## config.mk

```make
export PLATFORM = sky130hd
export DESIGN_NAME = uart_pm_ctrl
export DESIGN_NICKNAME = d
export VERILOG_FILES = /design/src/rtl/uart_pm_ctrl.sv
export SDC_FILE = /design/constraint.sdc
export NUM_CORES = 1
export LEC_CHECK = 0
export ABC_AREA = 1
export BUFFER_PORTS_ARGS = -buffer_cell sky130_fd_sc_hd__buf_2
export CORE_AREA = 3 3 40 42
export CTS_BUF_LIST = sky130_fd_sc_hd__clkbuf_8
export CTS_CLUSTER_SIZE = 30
export DETAILED_ROUTE_END_ITERATION = 10
export DIE_AREA = 0 0 43 45
export GPL_TIMING_DRIVEN = 1
export HOLD_SLACK_MARGIN = 0.08
export PLACE_DENSITY = 0.73
export SLEW_MARGIN = 25
export SYNTH_ARGS = -nofsm -noshare
export SYNTH_HDL_FRONTEND = slang
export SYNTH_SLANG_ARGS = --single-unit
export TNS_END_PERCENT = 50
```

## constraint.sdc

```tcl
create_clock -name clk -period 1.3 [get_ports clk]
set_clock_uncertainty 0.15 [all_clocks]
set_input_delay 0.065 -clock clk [delete_from_list [all_inputs] [get_ports clk]]
set_output_delay 0.065 -clock clk [all_outputs]
set_load 0.02 [all_outputs]
```

## src/rtl/uart_pm_ctrl.sv

```systemverilog
module uart_pm_ctrl #(
  parameter int NCH = 2
) (
  input  logic           clk,
  input  logic           rst_n,
  input  logic [NCH-1:0] pd_force,
  input  logic [NCH-1:0] apm_en,
  input  logic [NCH-1:0] thr_empty,
  input  logic [NCH-1:0] tsr_empty,
  input  logic [NCH-1:0] rxf_empty,
  input  logic [NCH-1:0] rx_hunt,
  input  logic [NCH-1:0] thr_wr,
  input  logic [NCH-1:0] rxd,
  input  logic [NCH-1:0] ri,
  output logic [NCH-1:0] tx_pd,
  output logic [NCH-1:0] rx_pd,
  output logic [NCH-1:0] ri_irq
);

  localparam int SYNC_W = 3;

  for (genvar c = 0; c < NCH; c++) begin : g_ch
    logic [SYNC_W-1:0] rxd_q, ri_q;
    logic tx_sleep, rx_sleep, rxd_edge;

    always_ff @(posedge clk or negedge rst_n) begin
      if (!rst_n) begin
        rxd_q <= '1;
        ri_q  <= '1;
      end else begin
        rxd_q <= {rxd_q[SYNC_W-2:0], rxd[c]};
        ri_q  <= {ri_q[SYNC_W-2:0], ri[c]};
      end
    end

    assign rxd_edge = rxd_q[SYNC_W-1] ^ rxd_q[SYNC_W-2];

    always_ff @(posedge clk or negedge rst_n) begin
      if (!rst_n)                    tx_sleep <= 1'b0;
      else if (!apm_en[c] || thr_wr[c]) tx_sleep <= 1'b0;
      else if (thr_empty[c] && tsr_empty[c]) tx_sleep <= 1'b1;
    end

    always_ff @(posedge clk or negedge rst_n) begin
      if (!rst_n)                    rx_sleep <= 1'b0;
      else if (!apm_en[c] || rxd_edge) rx_sleep <= 1'b0;
      else if (rxf_empty[c] && rx_hunt[c]) rx_sleep <= 1'b1;
    end

    assign tx_pd[c]  = pd_force[c] | (apm_en[c] & tx_sleep);
    assign rx_pd[c]  = pd_force[c] | (apm_en[c] & rx_sleep);
    assign ri_irq[c] = ri_q[SYNC_W-1] ^ ri_q[SYNC_W-2];
  end

endmodule

```

==> results of run 1 <==
-- per-stage QoR --
step                      power [mW]  setup WS [ps]
after CTS                      1.131          7.199
final                          1.111          23.30
after global routing           1.176         -30.21
after detailed placement      0.6559          266.8
after global placement        0.6511          278.0
after floorplan               0.5983          213.1
-- cell type report --
type | count | area, um2
Fill cell | 96 | 350.3
Timing Repair Buffer | 42 | 300.3
Sequential cell | 16 | 415.4
Clock buffer | 4 | 55.05
Inverter | 8 | 30.03
Tap cell | 15 | 18.77
Multi-Input combinational cell | 26 | 115.1
-- worst max-delay path, delay by kind of cell, from the launching register on --
family / cells / cell delay (ps)
buffers and inverters: 1 / 160
XOR/XNOR: 1 / 130
flip-flops: 1 / 540
-- state kept, by name (all words and copies together) (netlist names) --
| register | cells |
|---|---|
| g_ch.tx_sleep | 2 |
| g_ch.ri_q | 6 |
| g_ch.rxd_q | 6 |
| g_ch.rx_sleep | 2 |
-- placed cells by master (no fill, tap or decap), drive strengths merged --
master,n
inv,8
clkbuf,4
dfrtp,4
dfstp,12
dlygate4sd3,17
nand2,14
nor2,4
buf,25
nand3,2
xor2,2
a21oi,4
-- what timing repair did --
| item | 4_1_cts | 5_1_grt |
|---|---|---|
| setup endpoints to repair | 2 | 2 |
| hold endpoints to repair | 24 | 0 |
| hold buffers | 17 | 0 |
| gates resized for setup | 2 | 0 |
-- kinds of logic (layout without fill, tap and decap cells) --
kind of cell | Yosys count | after routing
buf+inv | 8 | 54
flops | 16 | 16
xor+xnor | 2 | 2
compound gates | 4 | 4
simple gates | 20 | 20
-- Yosys cell counts (all sizes together) --
library cell  instances  share of area
nor2                  4          0.027
inv                   8          0.054
nand3                 2          0.018
a21oi                 4          0.036
nand2                14          0.094
dfrtp                 4           0.18
xor2                  2          0.031
dfstp                12           0.56
-- path summary, 6_finish.rpt --
check | startpoint | to | slack, ps
max | g_ch[1].ri_q[1]$_DFF_PN1_ | ri_irq[1] | 20
min | rst_n | g_ch[0].tx_sleep$_DFFE_PN0P_ | 110
max reg2reg | g_ch[1].rxd_q[1]$_DFF_PN1_ | g_ch[1].rx_sleep$_DFFE_PN0P_ | 290
min reg2reg | g_ch[0].rxd_q[0]$_DFF_PN1_ | g_ch[0].rxd_q[1]$_DFF_PN1_ | 200
max in group asynchronous | rst_n | g_ch[0].ri_q[2]$_DFF_PN1_ | 600
min in group clk | g_ch[0].rxd_q[0]$_DFF_PN1_ | g_ch[0].rxd_q[1]$_DFF_PN1_ | 200
-- power by group through the flow --
stage                     combinational (mW)  clock (mW)  sequential (mW)
after floorplan                       0.0447           0            0.554
after global placement                0.0962           0            0.555
after detailed placement              0.0988           0            0.557
after CTS                              0.141       0.440            0.550
after global routing                   0.155       0.467            0.553
final                                  0.141       0.421            0.549
-- routing by layer --
metal	wire [um]	share of wire
met3	86	0.080
met2	538	0.50
met5	0	0
met1	449	0.42
met4	0	0
==> Flow_metrics.wiki, run 1 <==
{| class="wikitable"
! Metric !! Value
|-
| Fraction of power consumed by sequential logic || 0.494
|-
| Worst Path Class, Setup || register to output port
|-
| Drt first-iter violations || 1
|-
| Number of antenna violations at the first check in global routing || 0
|-
| Max Root-Sink Buffers || 2
|-
| Leak pwr || 0.4773 nW
|-
| Count of standard-cell rows || 13
|-
| Syn Inst Count || 50
|-
| Post-route cell area || 934.6 um2
|-
| Post-route core utilization || 0.7274
|-
| Switching power as a share of total power || 0.2036
|-
| Clock network fraction of total power || 0.379
|-
| Fin Hold WS || roughly 110 ps
|-
| Synth Warn # || 0
|-
| Number of H-tree levels || 1
|-
| Critical path launch point type || register
|-
| Post-synthesis cell type count || 8
|-
| Met3 capacity usage during global routing || 0.02789
|-
| Power share of the combinational group || 0.127
|-
| Number of iterations in the first detailed-routing pass || 2
|-
| Hold violation count in the final report || 0
|-
| Placeable core region || 1285 um2
|-
| Net Count, Synth || 70
|-
| Clock latency on the worst-skew pair || 240 ps
|-
| Total negative setup slack || 0 ps
|-
| Total wire length after detailed routing || 1074 um
|-
| Final RePlAce weighted congestion || 0.6224
|-
| CP max FO || 2
|-
| R2r worst-path depth || 4
|-
| Pin count of the biggest net entering global routing || 17
|-
| Routing layer with the top usage in global route || met2
|-
| Post-synthesis share of cell area spent on xor and xnor gates || 0.03125
|-
| Overflow left after global routing || 0
|-
| Average size of a mapped cell || 11.21 um2
|-
| Clock tree from TritonCTS || built
|-
| Routed wirelength normalized by instance count || just under 10 um
|-
| Endpoint arrival time on the critical path || 1060 ps
|-
| All-layer global routing usage || 0.1309
|-
| Req. time, crit path || 1090 ps
|-
| Layout cell share with drive strength beyond 1 || 0.4271
|-
| Final setup violation count || 0
|-
| Main combinational cell family by area after synthesis || simple AND/OR/NAND/NOR gates
|-
| Number of buffers inserted by post-CTS setup repair || 0
|-
| Run status || finished, final reports clean
|-
| Clock buffers created by TritonCTS || 3
|-
| Total placed cells including tap cells || 90
|-
| Compound-Gate Fraction of Synth Area || 0.03571
|-
| Proportion of synthesized area in mux cells || 0
|-
| Synthesized area || roughly 560 um2
|-
| Clock transition at path regs || ~60 ps
|-
| Power per Cell Area || 1189 nW/um2
|-
| Fin nets || 117
|-
| Class of the most critical hold timing path || primary input to async pin
|-
| Number of diodes added for antenna fixing || 0
|-
| Max-slew violations || 0
|-
| Clock sink count || 16
|-
| I/O Pins || 26
|-
| Slowest-stage cell, CP || dfstp_2
|-
| Final critical path time including I/O delays and setup || 1277 ps
|-
| Hpwl dp || 691.4 um
|-
| Delay contributed by the slowest stage of the critical path || roughly 540 ps
|-
| DIE HEIGHT || 45 um
|-
| Detailed-route vias per instance || 4.117
|-
| Total internal power || 0.8847 mW
|-
| Global routing usage on met2 || 0.2455
|-
| Simple-gate share of the synthesized area || 0.1384
|-
| Synth-to-layout area growth || 66.74%
|-
| Clk root buf || clkbuf_8
|-
| Chip width || approximately 43 um
|-
| Critical path capture point type || output port
|-
| Placed instance area || 704.4 um2
|-
| Vias in the first global route || 449
|-
| Maximum achievable frequency || 0.7833 GHz
|-
| Max_cap viols || 0
|-
| Flip-flop and latch count after synthesis || 16
|-
| Actual transition at the worst max-transition pin || 331.9 ps
|-
| Period utilization || 0.9821
|-
| Antenna-violating nets left || 0
|-
| Starting utilization of the core area || 0.4362
|-
| Share of synthesized cell area in full adder, half adder and majority cells || 0
|-
| Wire length of the first global-routing pass || 1814 um
|-
| Switching Power || 0.2262 mW
|-
| Crit-path cells || xor2_1, buf_4
|-
| Slew HR || 0.7787
|-
| Overall die area || slightly below 2000 um2
|-
| Via count || 457
|-
| Setup repair after global routing missed its margin || true
|-
| Met1 Track Usage GR || 0.1358
|-
| Worst vdd rail ir drop || 1213 uV
|-
| Number of port buffers || 25
|-
| Sequential cell area fraction in the yosys report || 0.7411
|-
| Final standard cell count with taps included and fillers excluded || 111
|-
| Number of remaining DRC errors || 0
|}
(Power assumes the default switching activity.)
==> run 2: changes to the inputs <==
--- a/config.mk
+++ b/config.mk
@@ -7,11 +7,11 @@
 export LEC_CHECK = 0
 export ABC_AREA = 1
 export BUFFER_PORTS_ARGS = -buffer_cell sky130_fd_sc_hd__buf_2
-export CORE_AREA = 3 3 40 42
+export CORE_AREA = 2 2 39 41
 export CTS_BUF_LIST = sky130_fd_sc_hd__clkbuf_8
 export CTS_CLUSTER_SIZE = 30
 export DETAILED_ROUTE_END_ITERATION = 10
-export DIE_AREA = 0 0 43 45
+export DIE_AREA = 0 0 41 43
 export GPL_TIMING_DRIVEN = 1
 export HOLD_SLACK_MARGIN = 0.08
 export PLACE_DENSITY = 0.73
==> constraint.sdc (replaced) <==
create_clock -name clk -period 1.51 [get_ports clk]
set_clock_uncertainty 0.15 [all_clocks]
set_input_delay 0.0755 -clock clk [delete_from_list [all_inputs] [get_ports clk]]
set_output_delay 0.0755 -clock clk [all_outputs]
set_load 0.02 [all_outputs]
==> Flow_metrics.wiki, run 2 (synthesized netlist as in run 1, its figures left out) <==
{| class="wikitable"
! Metric !! Value
|-
| Run status || finished, final reports clean
|-
| Overall die area || 1763 um2 (-8.9%)
|-
| Buffers & Inverters on Critical Path || 3 (+2)
|-
| Hold violation count in the final report || 0 (unchanged)
|-
| Critical Path Most Common Cell || dlygate4sd3_1
|-
| Critical path capture point type || register
|-
| Final setup violation count || 0 (unchanged)
|-
| Via count || 487 (+6.6%)
|-
| Setup repair after global routing missed its margin || false
|-
| CP max FO || 1 (-1)
|-
| Actual transition at the worst max-transition pin || 329.9 ps (-1.966 ps)
|-
| Post-route core utilization || 0.6917 (-0.03568)
|-
| Number of H-tree levels || 1 (unchanged)
|-
| Total negative setup slack || 0 ps (unchanged)
|-
| Final critical path time including I/O delays and setup || 1451 ps
|-
| Count of standard-cell rows || 14 (+1)
|-
| Maximum achievable frequency || 0.6890 GHz
|-
| Hpwl dp || 659.1 um (-4.7%)
|-
| Crit-path cells || dlygate4sd3_1, buf_2, a21oi_1, dlygate4sd3_1, nor2_1
|-
| Number of diodes added for antenna fixing || 0 (unchanged)
|-
| Power per Cell Area || 1013 nW/um2 (-15%)
|-
| Highest-count cells in the layout ignoring fill and taps || 25 x buf_2, 18 x dlygate4sd3_1, 14 x nand2_1, 12 x dfstp_2, 8 x inv_1
|-
| Clk root buf || clkbuf_8
|-
| Detailed-route vias per instance || 4.272 (+3.8%)
|-
| Biggest registers after layout || g_ch.ri_q: 6 flops, g_ch.rxd_q: 6 flops
|-
| Slew HR || 0.7801 (+0.001311)
|-
| Placeable core region || 1384 um2 (+7.7%)
|-
| Wire length of the first global-routing pass || 1800 um (-0.77%)
|-
| Slowest-stage cell, CP || dlygate4sd3_1
|-
| Max-slew violations || 0 (unchanged)
|-
| Clock tree from TritonCTS || built
|-
| Overflow left after global routing || 0 (unchanged)
|-
| Leak pwr || 0.4841 nW (+1.4%)
|-
| Req. time, crit path || 1500 ps (+410 ps)
|-
| I/O Pins || 26 (unchanged)
|-
| Vias in the first global route || 499 (+11%)
|-
| Worst vdd rail ir drop || 687.5 uV (-43%)
|-
| All-layer global routing usage || 0.1619 (+0.03097)
|-
| Family with the most delay on the worst path || buffers and inverters
|-
| Class of the most critical hold timing path || primary input to async pin
|-
| Endpoint arrival time on the critical path || 1440 ps (+380 ps)
|-
| Commonest non-fill, non-tap cell in the layout || buf_2
|-
| Routed wirelength normalized by instance count || 10.11 um (+4.4%)
|-
| Fin nets || 119 (+1.7%)
|-
| Delay contributed by the slowest stage of the critical path || 560 ps (+20 ps)
|-
| Total wire length after detailed routing || 1152 um (+7.3%)
|-
| Clock transition at path regs || 60 ps (about the same)
|-
| Drt first-iter violations || 2 (+1)
|-
| Power consumption || 0.9695 mW (-13%)
|-
| Synth-to-layout area growth || 70.76%
|-
| Placed instance area || 705.7 um2 (+0.18%)
|-
| Period utilization || 0.9611
|-
| Number of port buffers || 25 (unchanged)
|-
| Critical path launch point type || primary input
|-
| Clock latency on the worst-skew pair || 240 ps (about the same)
|-
| Pin count of the biggest net entering global routing || 17 (unchanged)
|-
| Number of iterations in the first detailed-routing pass || 4 (+2)
|-
| Post-route cell area || 957.2 um2 (+2.4%)
|-
| Max Root-Sink Buffers || 2 (unchanged)
|-
| Layout cell share with drive strength beyond 1 || 0.4286 (+0.001488)
|-
| Chip width || 41 um (-4.7%)
|-
| Max_cap viols || 0 (unchanged)
|-
| Worst Path Class, Setup || primary input to register
|-
| Post-placement setup slack || 466.1 ps (+199.3 ps)
|-
| Number of buffers inserted by post-CTS setup repair || 0 (unchanged)
|-
| Starting utilization of the core area || 0.4051 (-0.03116)
|-
| Number of antenna violations at the first check in global routing || 0 (unchanged)
|-
| Final RePlAce weighted congestion || 0.6918 (+11%)
|-
| Number of remaining DRC errors || 0 (unchanged)
|-
| Clock sink count || 16 (unchanged)
|-
| DIE HEIGHT || 43 um (-4.4%)
|-
| Worst setup margin || 58.72 ps (+35.42 ps)
|-
| Antenna-violating nets left || 0 (unchanged)
|-
| Final-layout fill cell count || 95 (-1.0%)
|-
| Clock buffers created by TritonCTS || 3 (unchanged)
|}
==> run 2: final timing paths <==
check	start	end	slack, ps	depth (start not counted)
hold reg to reg	g_ch[1].rxd_q[0]$_DFF_PN1_	g_ch[1].rxd_q[1]$_DFF_PN1_	210	0
setup reg to reg	g_ch[1].rx_sleep$_DFFE_PN0P_	g_ch[1].rx_sleep$_DFFE_PN0P_	150	3
max in group asynchronous	rst_n	g_ch[0].ri_q[1]$_DFF_PN1_	810	2
hold / removal	rst_n	g_ch[0].tx_sleep$_DFFE_PN0P_	110	2
setup / recovery	rx_hunt[1]	g_ch[1].rx_sleep$_DFFE_PN0P_	60	5
min in group clk	g_ch[1].rxd_q[0]$_DFF_PN1_	g_ch[1].rxd_q[1]$_DFF_PN1_	210	0
==> run 2: routing by layer <==
layer,global-route usage,part of all wire
met5,0,0
met1,0.1439,0.38
met4,0.1000,0.010
met3,0.04712,0.058
met2,0.2875,0.55
==> run 2: timing repair <==
action | CTS | global route
endpoints found under the hold margin | 24 | 0
endpoints found under the setup margin | 0 | 2
gates resized for setup | 0 | 2
hold buffers | 19 | 0
==> run 2: cell type report <==
type | count | area (um2) | area share
multi-input combinational | 26 | 118.9 | 0.1242
inverter | 8 | 30.03 | 0.03137
tap | 16 | 20.02 | 0.02092
timing repair buffer | 44 | 317.8 | 0.3320
clock buffer | 4 | 55.05 | 0.05752
sequential | 16 | 415.4 | 0.4340
==> run 2: where the power goes <==
| part | switching, mW | internal, mW | leakage [nW] |
|---|---|---|---|
| combinational | 0.0553 | 0.0733 | 0.275 |
| sequential | 0.0106 | 0.463 | 0.181 |
| clock | 0.137 | 0.231 | 0.0288 |
| total | 0.203 | 0.767 | 0.484 |
==> run 2: stage by stage <==
stage          instances  hold slack, ps
2_1_floorplan         50          -370.1
3_3_place_gp          91          -158.8
3_5_place_dp          91          -152.8
4_1_cts              114           124.0
5_1_grt              114           169.8
6_report             114           111.8
==> run 3: changes to the inputs <==
--- a/config.mk
+++ b/config.mk
@@ -7,14 +7,16 @@
 export LEC_CHECK = 0
 export ABC_AREA = 1
 export BUFFER_PORTS_ARGS = -buffer_cell sky130_fd_sc_hd__buf_2
-export CORE_AREA = 2 2 39 41
+export CELL_PAD_IN_SITES_DETAIL_PLACEMENT = 0
+export CELL_PAD_IN_SITES_GLOBAL_PLACEMENT = 2
+export CORE_MARGIN = 2
+export CORE_UTILIZATION = 29
 export CTS_BUF_LIST = sky130_fd_sc_hd__clkbuf_8
 export CTS_CLUSTER_SIZE = 30
 export DETAILED_ROUTE_END_ITERATION = 10
-export DIE_AREA = 0 0 41 43
 export GPL_TIMING_DRIVEN = 1
 export HOLD_SLACK_MARGIN = 0.08
-export PLACE_DENSITY = 0.73
+export PLACE_DENSITY_LB_ADDON = 0.1
 export SLEW_MARGIN = 25
 export SYNTH_ARGS = -nofsm -noshare
 export SYNTH_HDL_FRONTEND = slang
==> Flow_metrics.wiki, run 3 (synthesized netlist as in run 1, its figures left out) <==
{| class="wikitable"
! Metric !! Value
|-
| Clock buffers created by TritonCTS || 3 (unchanged)
|-
| Number of diodes added for antenna fixing || 0 (unchanged)
|-
| Number of port buffers || 25 (unchanged)
|-
| Max_cap viols || 0 (unchanged)
|-
| Max-slew violations || 0 (unchanged)
|-
| Pin count of the biggest net entering global routing || 17 (unchanged)
|-
| Post-placement setup slack || 468.8 ps (+2.698 ps)
|-
| Hpwl dp || 679.6 um (+3.1%)
|-
| Overflow left after global routing || 0 (unchanged)
|-
| I/O Pins || 26 (unchanged)
|-
| Final RePlAce weighted congestion || 0.7102 (+2.7%)
|-
| Via count || 477 (-2.1%)
|-
| Clock transition at path regs || 60 ps (about the same)
|-
| Hold violation count in the final report || 0 (unchanged)
|-
| Crit-path cells || dlygate4sd3_1, buf_2, a21oi_1, dlygate4sd3_1, nor2_1
|-
| Leak pwr || 0.4822 nW (-0.38%)
|-
| Highest-count cells in the layout ignoring fill and taps || 25 x buf_2, 18 x dlygate4sd3_1, 14 x nand2_1, 12 x dfstp_2, 9 x inv_1
|-
| Buffers & Inverters on Critical Path || 3 (unchanged)
|-
| Clock tree from TritonCTS || built
|-
| Slowest-stage cell, CP || dlygate4sd3_1
|-
| Period utilization || 0.9664 (+0.005263)
|-
| All-layer global routing usage || 0.1133 (-0.04857)
|-
| Number of iterations in the first detailed-routing pass || 4 (unchanged)
|-
| Class of the most critical hold timing path || primary input to async pin
|-
| Critical Path Most Common Cell || dlygate4sd3_1
|-
| Total wire length after detailed routing || 1102 um (-4.3%)
|-
| Endpoint arrival time on the critical path || 1450 ps (about the same)
|-
| Placeable core region || 1764 um2 (+27%)
|-
| Power per Cell Area || 953.9 nW/um2 (-5.8%)
|-
| Slew HR || 0.7736 (-0.006411)
|-
| Synth-to-layout area growth || 70.98%
|-
| Clock latency on the worst-skew pair || 240 ps (about the same)
|-
| Biggest registers after layout || g_ch.ri_q: 6 flops, g_ch.rxd_q: 6 flops
|-
| Critical path launch point type || primary input
|-
| Worst Path Class, Setup || primary input to register
|-
| Vias in the first global route || 461 (-7.6%)
|-
| Layout cell share with drive strength beyond 1 || 0.4184 (-0.01020)
|-
| Starting utilization of the core area || 0.3177 (-0.08733)
|-
| Commonest non-fill, non-tap cell in the layout || buf_2
|-
| Number of buffers inserted by post-CTS setup repair || 0 (unchanged)
|-
| Count of standard-cell rows || 15 (+1)
|-
| Worst setup margin || 50.77 ps (-7.947 ps)
|-
| DIE HEIGHT || 47.97 um (+12%)
|-
| Final critical path time including I/O delays and setup || 1459 ps (+7.947 ps)
|-
| Family with the most delay on the worst path || buffers and inverters
|-
| Antenna-violating nets left || 0 (unchanged)
|-
| Number of remaining DRC errors || 0 (unchanged)
|-
| Maximum achievable frequency || 0.6853 GHz (-0.54%)
|-
| Number of H-tree levels || 1 (unchanged)
|-
| Overall die area || 2301 um2 (+30%)
|-
| Run status || finished, final reports clean
|-
| Drt first-iter violations || 3 (+1)
|-
| Final setup violation count || 0 (unchanged)
|-
| Delay contributed by the slowest stage of the critical path || 570 ps (about the same)
|-
| Total negative setup slack || 0 ps (unchanged)
|-
| Number of antenna violations at the first check in global routing || 0 (unchanged)
|-
| Worst vdd rail ir drop || 560.5 uV (-18%)
|-
| Max Root-Sink Buffers || 2 (unchanged)
|-
| Chip width || 47.97 um (+17%)
|-
| Routed wirelength normalized by instance count || 8.959 um (-11%)
|-
| Req. time, crit path || 1500 ps (about the same)
|-
| CP max FO || 1 (unchanged)
|-
| Clock sink count || 16 (unchanged)
|-
| Clk root buf || clkbuf_8
|-
| Setup repair after global routing missed its margin || false
|-
| Wire length of the first global-routing pass || 1731 um (-3.8%)
|-
| Fin nets || 119 (unchanged)
|-
| Critical path capture point type || register
|-
| Detailed-route vias per instance || 3.878 (-9.2%)
|-
| Actual transition at the worst max-transition pin || 339.5 ps (+9.615 ps)
|}
-- run 3: worst paths after layout --
path,start,to,slack [ps],cells after the start
max in group asynchronous,rst_n,g_ch[1].ri_q[2]$_DFF_PN1_,790,2
hold / removal,rst_n,g_ch[0].tx_sleep$_DFFE_PN0P_,120,2
min in group clk,rxf_empty[1],g_ch[1].rx_sleep$_DFFE_PN0P_,170,4
setup / recovery,tsr_empty[0],g_ch[0].tx_sleep$_DFFE_PN0P_,50,5
setup reg to reg,g_ch[0].tx_sleep$_DFFE_PN0P_,g_ch[0].tx_sleep$_DFFE_PN0P_,160,3
hold reg to reg,g_ch[1].rxd_q[0]$_DFF_PN1_,g_ch[1].rxd_q[1]$_DFF_PN1_,210,0
-- run 3: worst register-to-register path: stages, from the launching register on --
cell and delay [ps]:
dfrtp_1 380, a21oi_1 110, dlygate4sd3_1 570, nor2_1 40
-- run 3: metal layers --
| layer | track usage | wire length, um |
|---|---|---|
| met1 | 0.1325 | 493 |
| met2 | 0.1840 | 551 |
| met3 | 0.03396 | 58 |
| met4 | 0.06486 | 0 |
| met5 | 0 | 0 |
-- run 3: area by class of cell --
class	instances	area (um2)
well taps	25	31.28
fillers	179	805.8
clock buffers	3	41.29
inverters	8	30.03
flip-flops and latches	16	415.4
repair buffers	44	317.8
clock inverters	1	3.754
multi-input cells	26	118.9
-- run 3: power breakdown --
part,switching (mW),internal [mW],leakage [nW],total [mW]
Sequential,0.0100,0.463,0.181,0.473
Clock,0.134,0.180,0.0269,0.313
Combinational,0.0550,0.0734,0.275,0.128
-- run 3: timing repair --
item / 4_1_cts / 5_1_grt
gates resized for setup: 0 / 2
setup endpoints to repair: 0 / 2
hold buffers: 19 / 0
hold endpoints to repair: 24 / 0
-- run 3: through the flow --
step / cell area [um2] / instances / power, mW / util / hold WS [ps]
after floorplan: 560.5 / 50 / 0.5151 / - / -370.1
after global placement: 716.9 / 100 / 0.5641 / 0.4064 / -153.9
after detailed placement: 716.9 / 100 / 0.5647 / 0.4064 / -152.6
after CTS: 952.2 / 123 / 0.9237 / 0.5397 / 112.3
after global routing: 958.4 / 123 / 0.9595 / 0.5433 / 143.6
final: 958.4 / 123 / 0.9143 / 0.5433 / 116.9
